File: src/rtl/clkdiv_pkg.sv
package clkdiv_pkg;
  localparam int LANE_W   = 8;
  localparam int GATE_BIT = 7;
  localparam int RSV_BIT  = 6;

  typedef enum logic [1:0] {
    ALIAS_WRITE = 2'd0,
    ALIAS_SET   = 2'd1,
    ALIAS_CLR   = 2'd2,
    ALIAS_TOG   = 2'd3
  } alias_op_e;
endpackage

File: src/rtl/clkdiv_alias_dec.sv
module clkdiv_alias_dec
  import clkdiv_pkg::*;
#(
  parameter int ADDR_W = 4
) (
  input  logic              valid_i,
  input  logic              write_i,
  input  logic [ADDR_W-1:0] addr_i,
  output logic              wr_en_o,
  output alias_op_e         op_o
);
  logic unused_addr;

  assign wr_en_o     = valid_i & write_i;
  assign op_o        = alias_op_e'(addr_i[3:2]);
  assign unused_addr = ^{addr_i[1:0], addr_i[ADDR_W-1:2]};
endmodule

File: src/rtl/clkdiv_lane.sv
module clkdiv_lane
  import clkdiv_pkg::*;
#(
  parameter int          CODE_W     = 6,
  parameter logic [5:0]  RESET_CODE = 6'd18
) (
  input  logic                clk_i,
  input  logic                rst_ni,
  input  logic                wr_en_i,
  input  alias_op_e           op_i,
  input  logic [LANE_W-1:0]   wdata_i,
  output logic [LANE_W-1:0]   lane_o,
  output logic [CODE_W-1:0]   code_o,
  output logic                gate_o,
  output logic                code_changed_o
);
  logic              gate_q, gate_d;
  logic [CODE_W-1:0] code_q, code_d;
  logic              w_gate;
  logic [CODE_W-1:0] w_code;
  logic              unused_w;

  assign w_gate   = wdata_i[GATE_BIT];
  assign w_code   = wdata_i[CODE_W-1:0];
  assign unused_w = ^wdata_i;

  always_comb begin
    unique case (op_i)
      ALIAS_WRITE: begin gate_d = w_gate;          code_d = w_code;           end
      ALIAS_SET:   begin gate_d = gate_q | w_gate; code_d = code_q | w_code;  end
      ALIAS_CLR:   begin gate_d = gate_q & ~w_gate; code_d = code_q & ~w_code; end
      default:     begin gate_d = gate_q ^ w_gate; code_d = code_q ^ w_code;  end
    endcase
  end

  always_ff @(posedge clk_i or negedge rst_ni) begin
    if (!rst_ni) begin
      gate_q         <= 1'b1;
      code_q         <= RESET_CODE[CODE_W-1:0];
      code_changed_o <= 1'b0;
    end else begin
      code_changed_o <= wr_en_i && (code_d != code_q);
      if (wr_en_i) begin
        gate_q <= gate_d;
        code_q <= code_d;
      end
    end
  end

  always_comb begin
    lane_o                 = '0;
    lane_o[GATE_BIT]       = gate_q;
    lane_o[CODE_W-1:0]     = code_q;
  end
  assign code_o = code_q;
  assign gate_o = gate_q;

  AST_LANE_HOLD: assert property (@(posedge clk_i) disable iff (!rst_ni)
    !$past(wr_en_i) |-> $stable(lane_o));
  AST_CHG_MEANS_DIFF: assert property (@(posedge clk_i) disable iff (!rst_ni)
    code_changed_o |-> (code_q != $past(code_q)));
endmodule

File: src/rtl/clkdiv_ctrl_regs.sv
module clkdiv_ctrl_regs
  import clkdiv_pkg::*;
#(
  parameter int         NUM_CH     = 4,
  parameter int         CODE_W     = 6,
  parameter logic [5:0] RESET_CODE = 6'd18,
  parameter int         ADDR_W     = 4
) (
  input  logic                     clk_i,
  input  logic                     rst_ni,
  input  logic                     valid_i,
  input  logic                     write_i,
  input  logic [ADDR_W-1:0]        addr_i,
  input  logic [NUM_CH*LANE_W-1:0] wdata_i,
  output logic [NUM_CH*LANE_W-1:0] rdata_o,
  output logic [NUM_CH*CODE_W-1:0] div_code_o,
  output logic [NUM_CH-1:0]        gate_o,
  output logic [NUM_CH-1:0]        enable_o,
  output logic [NUM_CH-1:0]        code_changed_o
);
  localparam int DATA_W = NUM_CH * LANE_W;

  logic      wr_en;
  alias_op_e op;

  clkdiv_alias_dec #(.ADDR_W(ADDR_W)) u_dec (
    .valid_i (valid_i),
    .write_i (write_i),
    .addr_i  (addr_i),
    .wr_en_o (wr_en),
    .op_o    (op)
  );

  for (genvar i = 0; i < NUM_CH; i++) begin : g_lane
    clkdiv_lane #(.CODE_W(CODE_W), .RESET_CODE(RESET_CODE)) u_lane (
      .clk_i          (clk_i),
      .rst_ni         (rst_ni),
      .wr_en_i        (wr_en),
      .op_i           (op),
      .wdata_i        (wdata_i[i*LANE_W +: LANE_W]),
      .lane_o         (rdata_o[i*LANE_W +: LANE_W]),
      .code_o         (div_code_o[i*CODE_W +: CODE_W]),
      .gate_o         (gate_o[i]),
      .code_changed_o (code_changed_o[i])
    );
  end

  assign enable_o = ~gate_o;

  AST_SET_ONLY_RAISES: assert property (@(posedge clk_i) disable iff (!rst_ni)
    ($past(wr_en) && $past(op) == ALIAS_SET) |-> ((rdata_o & $past(rdata_o)) == $past(rdata_o)));
  AST_CLR_ONLY_LOWERS: assert property (@(posedge clk_i) disable iff (!rst_ni)
    ($past(wr_en) && $past(op) == ALIAS_CLR) |-> ((rdata_o | $past(rdata_o)) == $past(rdata_o)));
  AST_CLR_HITS_MASK: assert property (@(posedge clk_i) disable iff (!rst_ni)
    ($past(wr_en) && $past(op) == ALIAS_CLR) |-> ((rdata_o & $past(wdata_i)) == '0));
  AST_IDLE_HOLD: assert property (@(posedge clk_i) disable iff (!rst_ni)
    !$past(wr_en) |-> (rdata_o == $past(rdata_o) && code_changed_o == '0));

  logic unused_w;
  assign unused_w = ^DATA_W;
endmodule

File: config.mk
export PLATFORM = sky130hd
export DESIGN_NAME = clkdiv_ctrl_regs
export DESIGN_NICKNAME = d
export VERILOG_FILES = /design/src/rtl/clkdiv_pkg.sv /design/src/rtl/clkdiv_alias_dec.sv /design/src/rtl/clkdiv_lane.sv /design/src/rtl/clkdiv_ctrl_regs.sv
export SDC_FILE = /design/constraint.sdc
export NUM_CORES = 1
export LEC_CHECK = 0
export CORE_MARGIN = 1.5
export CORE_UTILIZATION = 25
export DETAILED_ROUTE_END_ITERATION = 6
export GPL_TIMING_DRIVEN = 1
export HOLD_SLACK_MARGIN = 0.03
export PLACE_DENSITY = 0.53
export SLEW_MARGIN = 20
export SYNTH_ARGS = -nofsm -noshare
export SYNTH_HDL_FRONTEND = slang
export SYNTH_SLANG_ARGS = --single-unit
File: constraint.sdc
create_clock -name clk_i -period 1.86 [get_ports clk_i]
set_clock_uncertainty 0.2 [all_clocks]
set_input_delay 0.372 -clock clk_i [delete_from_list [all_inputs] [get_ports clk_i]]
set_output_delay 0.372 -clock clk_i [all_outputs]
set_load 0.005 [all_outputs]
Word level (Yosys, flattened, before mapping)
Cells that the tools add are included.
W data, S select, Z words.
{"block": "totals", "inputBits": 40, "latch_bits": 0, "n_memories": 0, "mem_bits_rw": 0, "romBits": 0, "elab_cells": 65, "reg_bits": 32}
{"block": "classes", "n_shift": 0, "n_addsub": 0, "n_bitwise": 34, "n_eq_ne": 6, "multipliers": 0, "n_mux": 8, "order_cmp": 0, "reduce_logical": 5, "n_div": 0}
{"cell": "$pmux W6 S3", "n": 4}
{"cell": "$and A6 B6 Y6", "n": 4}
{"cell": "$ne A6 B6 Y1", "n": 4}
{"cell": "$not A6 Y6", "n": 4}
{"cell": "$or A6 B6 Y6", "n": 4}
{"cell": "$xor A6 B6 Y6", "n": 4}
{"cell": "$pmux W1 S3", "n": 4}
{"cell": "$and A1 B1 Y1", "n": 5}
{"cell": "$logic_and A1 B1 Y1", "n": 4}
{"cell": "$not A1 Y1", "n": 4}
{"cell": "$not A4 Y4", "n": 1}
{"cell": "$or A1 B1 Y1", "n": 4}
{"cell": "$xor A1 B1 Y1", "n": 4}
{"cell": "$eq A2 B1 Y1 const B", "n": 1}
{"cell": "$eq A2 B2 Y1 const B", "n": 1}
{"cell": "$logic_not A2 Y1", "n": 1}

Depth between registers and ports, before layout
{"block": "logic_depth", "depth_word": 5, "mapped_depth": 8, "ltp_nobuf": 7}

Modules after synthesis
Synthesis repeated with hierarchy kept, for this count alone.
{"block": "hier_totals", "cells_unflattened": 347, "area_unflattened_um2": 3490.8}
{"module": "clkdiv_lane (g_lane[0].u_lane ...)", "area_each_um2": 864.6, "n_inst": 3, "cells_each": 85, "seq_area_each_um2": 203.9}
{"module": "clkdiv_lane (g_lane[1].u_lane)", "area_each_um2": 860.8, "n_inst": 1, "cells_each": 85, "seq_area_each_um2": 203.9}
{"module": "clkdiv_alias_dec", "area_each_um2": 21.3, "n_inst": 1, "cells_each": 3, "seq_area_each_um2": 0.0}
{"module": "clkdiv_ctrl_regs", "area_each_um2": 15.0, "n_inst": 1, "cells_each": 4, "seq_area_each_um2": 0.0}

Worst setup path after synthesis
No wires, ideal clock.
{"block": "synth_path", "path_kind": "reg2reg", "start": "register g_lane[1].u_lane.code_q[4]", "end": "register g_lane[1].u_lane.code_changed_o", "setup_slack_ns": -0.216, "path_stages_with_launch": 7, "arrival_ns": 1.738, "period_less_slack_ns": 2.076, "cell_sequence": "dfstp_2 -> inv_1 -> ha_1 -> mux4_1 -> xnor2_1 -> nor4_1 -> a31oi_1"}
{"block": "synth_via", "elab_chain_cells": 4, "elab_cells_between_ends": 6, "cone_classes": "1 x eq/ne; 1 x mux; 3 x bitwise; 1 x reduce/logical"}
{"element": "start: declaration", "line": "clkdiv_lane.sv:18", "rtl": "logic [CODE_W-1:0] code_q, code_d;"}
{"element": "start signal: assignment", "line": "clkdiv_lane.sv:39", "rtl": "code_q <= RESET_CODE[CODE_W-1:0];"}
{"element": "start signal: assignment", "line": "clkdiv_lane.sv:45", "rtl": "code_q <= code_d;"}
{"element": "$xor A6 B6 Y6 (tied with other cells)", "line": "clkdiv_lane.sv:32", "rtl": "default: begin gate_d = gate_q ^ w_gate; code_d = code_q ^ w_code; end"}
{"element": "$pmux W6 S3", "line": "clkdiv_lane.sv:28", "rtl": "unique case (op_i)"}
{"element": "$ne A6 B6 Y1 (*)", "line": "clkdiv_lane.sv:42", "rtl": "code_changed_o <= wr_en_i && (code_d != code_q);"}
{"element": "$logic_and A1 B1 Y1 (*)", "line": "clkdiv_lane.sv:42"}
{"element": "end signal: assignment", "line": "clkdiv_lane.sv:42"}
{"element": "end: declaration", "line": "clkdiv_lane.sv:15", "rtl": "output logic code_changed_o"}
Mark *: on every way between the ends. The rest lies on a longest branch, timed or not.
A chain may end at the register's enable or synchronous reset.

Worst setup path after layout
{"block": "layout_path", "start": "input wdata_i[8]", "end": "register g_lane[1].u_lane.code_changed_o"}
{"block": "layout_via", "elab_chain_cells": 5, "elab_cells_between_ends": 7, "cone_classes": "1 x eq/ne; 1 x mux; 4 x bitwise; 1 x reduce/logical"}
{"element": "start: declaration", "line": "clkdiv_ctrl_regs.sv:14", "rtl": "input logic [NUM_CH*LANE_W-1:0] wdata_i,"}
{"element": "$not A6 Y6", "line": "clkdiv_lane.sv:31", "rtl": "ALIAS_CLR: begin gate_d = gate_q & ~w_gate; code_d = code_q & ~w_code; end"}
{"element": "$and A6 B6 Y6", "line": "clkdiv_lane.sv:31"}
{"element": "$pmux W6 S3 (*)", "line": "clkdiv_lane.sv:28"}
{"element": "$ne A6 B6 Y1 (*)", "line": "clkdiv_lane.sv:42"}
{"element": "$logic_and A1 B1 Y1 (*)", "line": "clkdiv_lane.sv:42"}
Marks and branches as above.

==> impl_metrics.json <==
{
  "coreArea_um2": 13800,
  "insertedDiodeCount": 0,
  "clk_pin_slew_ps": 50,
  "hold_class": "flop to flop",
  "place_congestion": 0.697,
  "p_comb_share_pct": 60.3,
  "clock_sinks": 32,
  "avgViaCountPerCell": 4.13,
  "end_kind": "flop",
  "grt_max_degree": 27,
  "clock.fmax_mhz": 484,
  "port-buffer-count": 97,
  "grt_pass1_wl_um": 13200,
  "syn_inst": 341,
  "grt_antenna_before_repair": 0,
  "fin_ws_ps": -207,
  "crit_type": "input pin to flop",
  "num_vias": 2682,
  "rrSetupSlack_ps": -200,
  "arrival_ps": 2020,
  "swShare_pct": 32.8,
  "root_buffer": "clkbuf_16",
  "hpwl_um": 6330,
  "holdCritStartpoint": "g_lane[0].u_lane.gate_o$_DFFE_PN1P_",
  "fin_cells": 650,
  "dieHeight_um": 121,
  "fillers": 1413,
  "hold_ws_ps": 336,
  "critPathRequiredTime_ps": 1810,
  "power_leakage_nw": 2.62,
  "layout_min_cycle_time_ps": 2070,
  "start_util_pct": 25.5,
  "nets": 565,
  "drtIter0Drc": 68,
  "layout_common_cells": "dlygate4sd2_1, buf_4, inv_1, ha_1, inv_2",
  "regArea_um2": 816,
  "dr.pass1.iters": 4,
  "io_pins": 108,
  "drt.antenna.violating_nets": 0,
  "dp_slack_ps": -771,
  "min_period_over_period_pct": 111,
  "fin_setup_tns_ps": -824,
  "r2r_start": "g_lane[1].u_lane.code_o[0]$_DFFE_PN0P_",
  "cts_made_buffers": 5,
  "finalSetupViolCount": 7,
  "synth.avg_cell_area_um2": 10.3,
  "clk_latency_ps": 270,
  "wirelength_um": 8320,
  "violations": "setup timing",
  "ff2ff_path_depth": 6,
  "finalHoldViolCount": 0,
  "grt_pass1_vias": 2795,
  "whs_path_depth": 2,
  "final_common_cell": "dlygate4sd2_1",
  "max_cap_violations": 0,
  "max-vdd-ir-drop_mv": 0.295,
  "p_per_area_nw_per_um2": 903,
  "grt_setup_unrepaired": "true",
  "switchingPower_w": 0.00157,
  "ys_ff_latch": 32,
  "layout-drive-gt1-share_pct": 41.1,
  "p_clk_share_pct": 17.4,
  "cts_tree": "done",
  "netlist_area_um2": 3510,
  "crit_fanout": 2,
  "slew_viol_final": 0,
  "synth-seq-area-share_pct": 23.3,
  "cts_max_level": 2,
  "whs_endpoint": "g_lane[0].u_lane.gate_o$_DFFE_PN1P_",
  "synth_cell_types": 26,
  "cts_buffer_depth": 2,
  "timing.rr.end": "g_lane[1].u_lane.code_changed_o$_DFF_PN0_",
  "wire_per_inst_um": 12.8,
  "synthesis.yosys.warnings": 0,
  "startpoint_type": "input pin",
  "multiInputGateArea_um2": 2250,
  "outcome": "finished, violations left",
  "power.internal_w": 0.00321,
  "die_width_um": 121,
  "seqPwrFrac_pct": 22.4,
  "place_inst": 627,
  "track_usage_pct": 11.3,
  "overflow": 0,
  "row_count": 43,
  "drcViolationCount": 0,
  "syn_to_final_growth_pct": 50.7,
  "dieArea_um2": 14700
}
## state kept, by name, summed over array words and instances (netlist names)
signal                        count
g_lane.u_lane.code_o             24
g_lane.u_lane.code_changed_o      4
g_lane.u_lane.gate_o              4
## stage by stage
stage	util, %	total power (W)	instance area, um2
2_1_floorplan	-	0.00248	3580
4_1_cts	36.7	0.00466	5060
6_report	38.4	0.00477	5290
5_1_grt	38.4	0.00517	5290
3_3_place_gp	35.1	0.00364	4840
3_5_place_dp	35.1	0.00374	4840
## cells by family (layout without fill, tap and decap cells)
kind of cell / Yosys count / count (layout) / share of synthesized area [%]
AOI/OAI and AO/OA: 25 / 25 / 4.07
DFF: 32 / 32 / 23.3
other: 1 / 4 / 0.107
adders and majority gates: 56 / 56 / 20.0
and+or+nand+nor: 28 / 28 / 3.14
muxes: 43 / 43 / 22.8
xor gates and xnor gates: 24 / 24 / 6.00
buffers and inverters: 132 / 258 / 20.7
## Yosys cell counts (all sizes together)
cell type  count  area (um2)
mux2          15         169
a31oi          2        12.5
nor2          17        63.8
inv           80         300
nand2          9        33.8
dfstp         12         315
buf           50         417
mux2i          4        40.0
a41oi          2        25.0
clkbuf         2        7.51
nor4           2        12.5
ha            56         701
a21oi         13        65.1
conb           1        3.75
dfrtp         20         500
o21ai          8        40.0
mux4          24         589
xnor2         24         210
## power groups by stage
stage          combinational (W)  sequential (W)  clock, W
6_report                 0.00288         0.00107  0.000828
5_1_grt                  0.00319         0.00109  0.000892
4_1_cts                  0.00274         0.00105  0.000868
3_5_place_dp             0.00267         0.00108         0
3_3_place_gp             0.00257         0.00107         0
2_1_floorplan            0.00134         0.00114         0
## worst max-delay path: stages
cell	delay (ps)
dlygate4sd2_1	240
inv_1	130
ha_4	220
mux4_2	520
xnor2_2	170
nor4_2	270
a31oi_1	100
## what timing repair did
action                                  CTS  global route
hold buffers                              1             0
gates resized for setup                 107            42
endpoints found under the setup margin   68            24
hold endpoints to repair                  9             0
setup buffers                             8             6
pin swaps                                25            14
## worst max-delay path by stage
stage                                                      start                                   endpoint  slack (ps)  depth (start not counted)
after CTS                 g_lane[0].u_lane.code_o[4]$_DFFE_PN1P_  g_lane[0].u_lane.code_changed_o$_DFF_PN0_        -290                          6
after floorplan           g_lane[1].u_lane.code_o[0]$_DFFE_PN0P_  g_lane[1].u_lane.code_changed_o$_DFF_PN0_        -170                          6
after detailed placement                              wdata_i[0]  g_lane[0].u_lane.code_changed_o$_DFF_PN0_        -770                          7
after global routing      g_lane[1].u_lane.code_o[0]$_DFFE_PN0P_  g_lane[1].u_lane.code_changed_o$_DFF_PN0_        -290                          6
after global placement                                wdata_i[8]  g_lane[1].u_lane.code_changed_o$_DFF_PN0_        -700                          7
final                                                 wdata_i[8]  g_lane[1].u_lane.code_changed_o$_DFF_PN0_        -210                          7
## layout make-up
class,count,share of cell area (%)
multi-input cells,180,42.6
repair buffers,170,29.3
flip-flops and latches,32,15.4
inverters,80,5.68
well taps,180,4.26
clock buffers,8,2.77
## routing by layer
metal	share of wire (%)	track usage [%]
met1	44	14.1
met2	52	20.4
met3	2.8	1.55
met4	1.4	2.87
met5	0	0
Power figures use the tool's default switching activity.
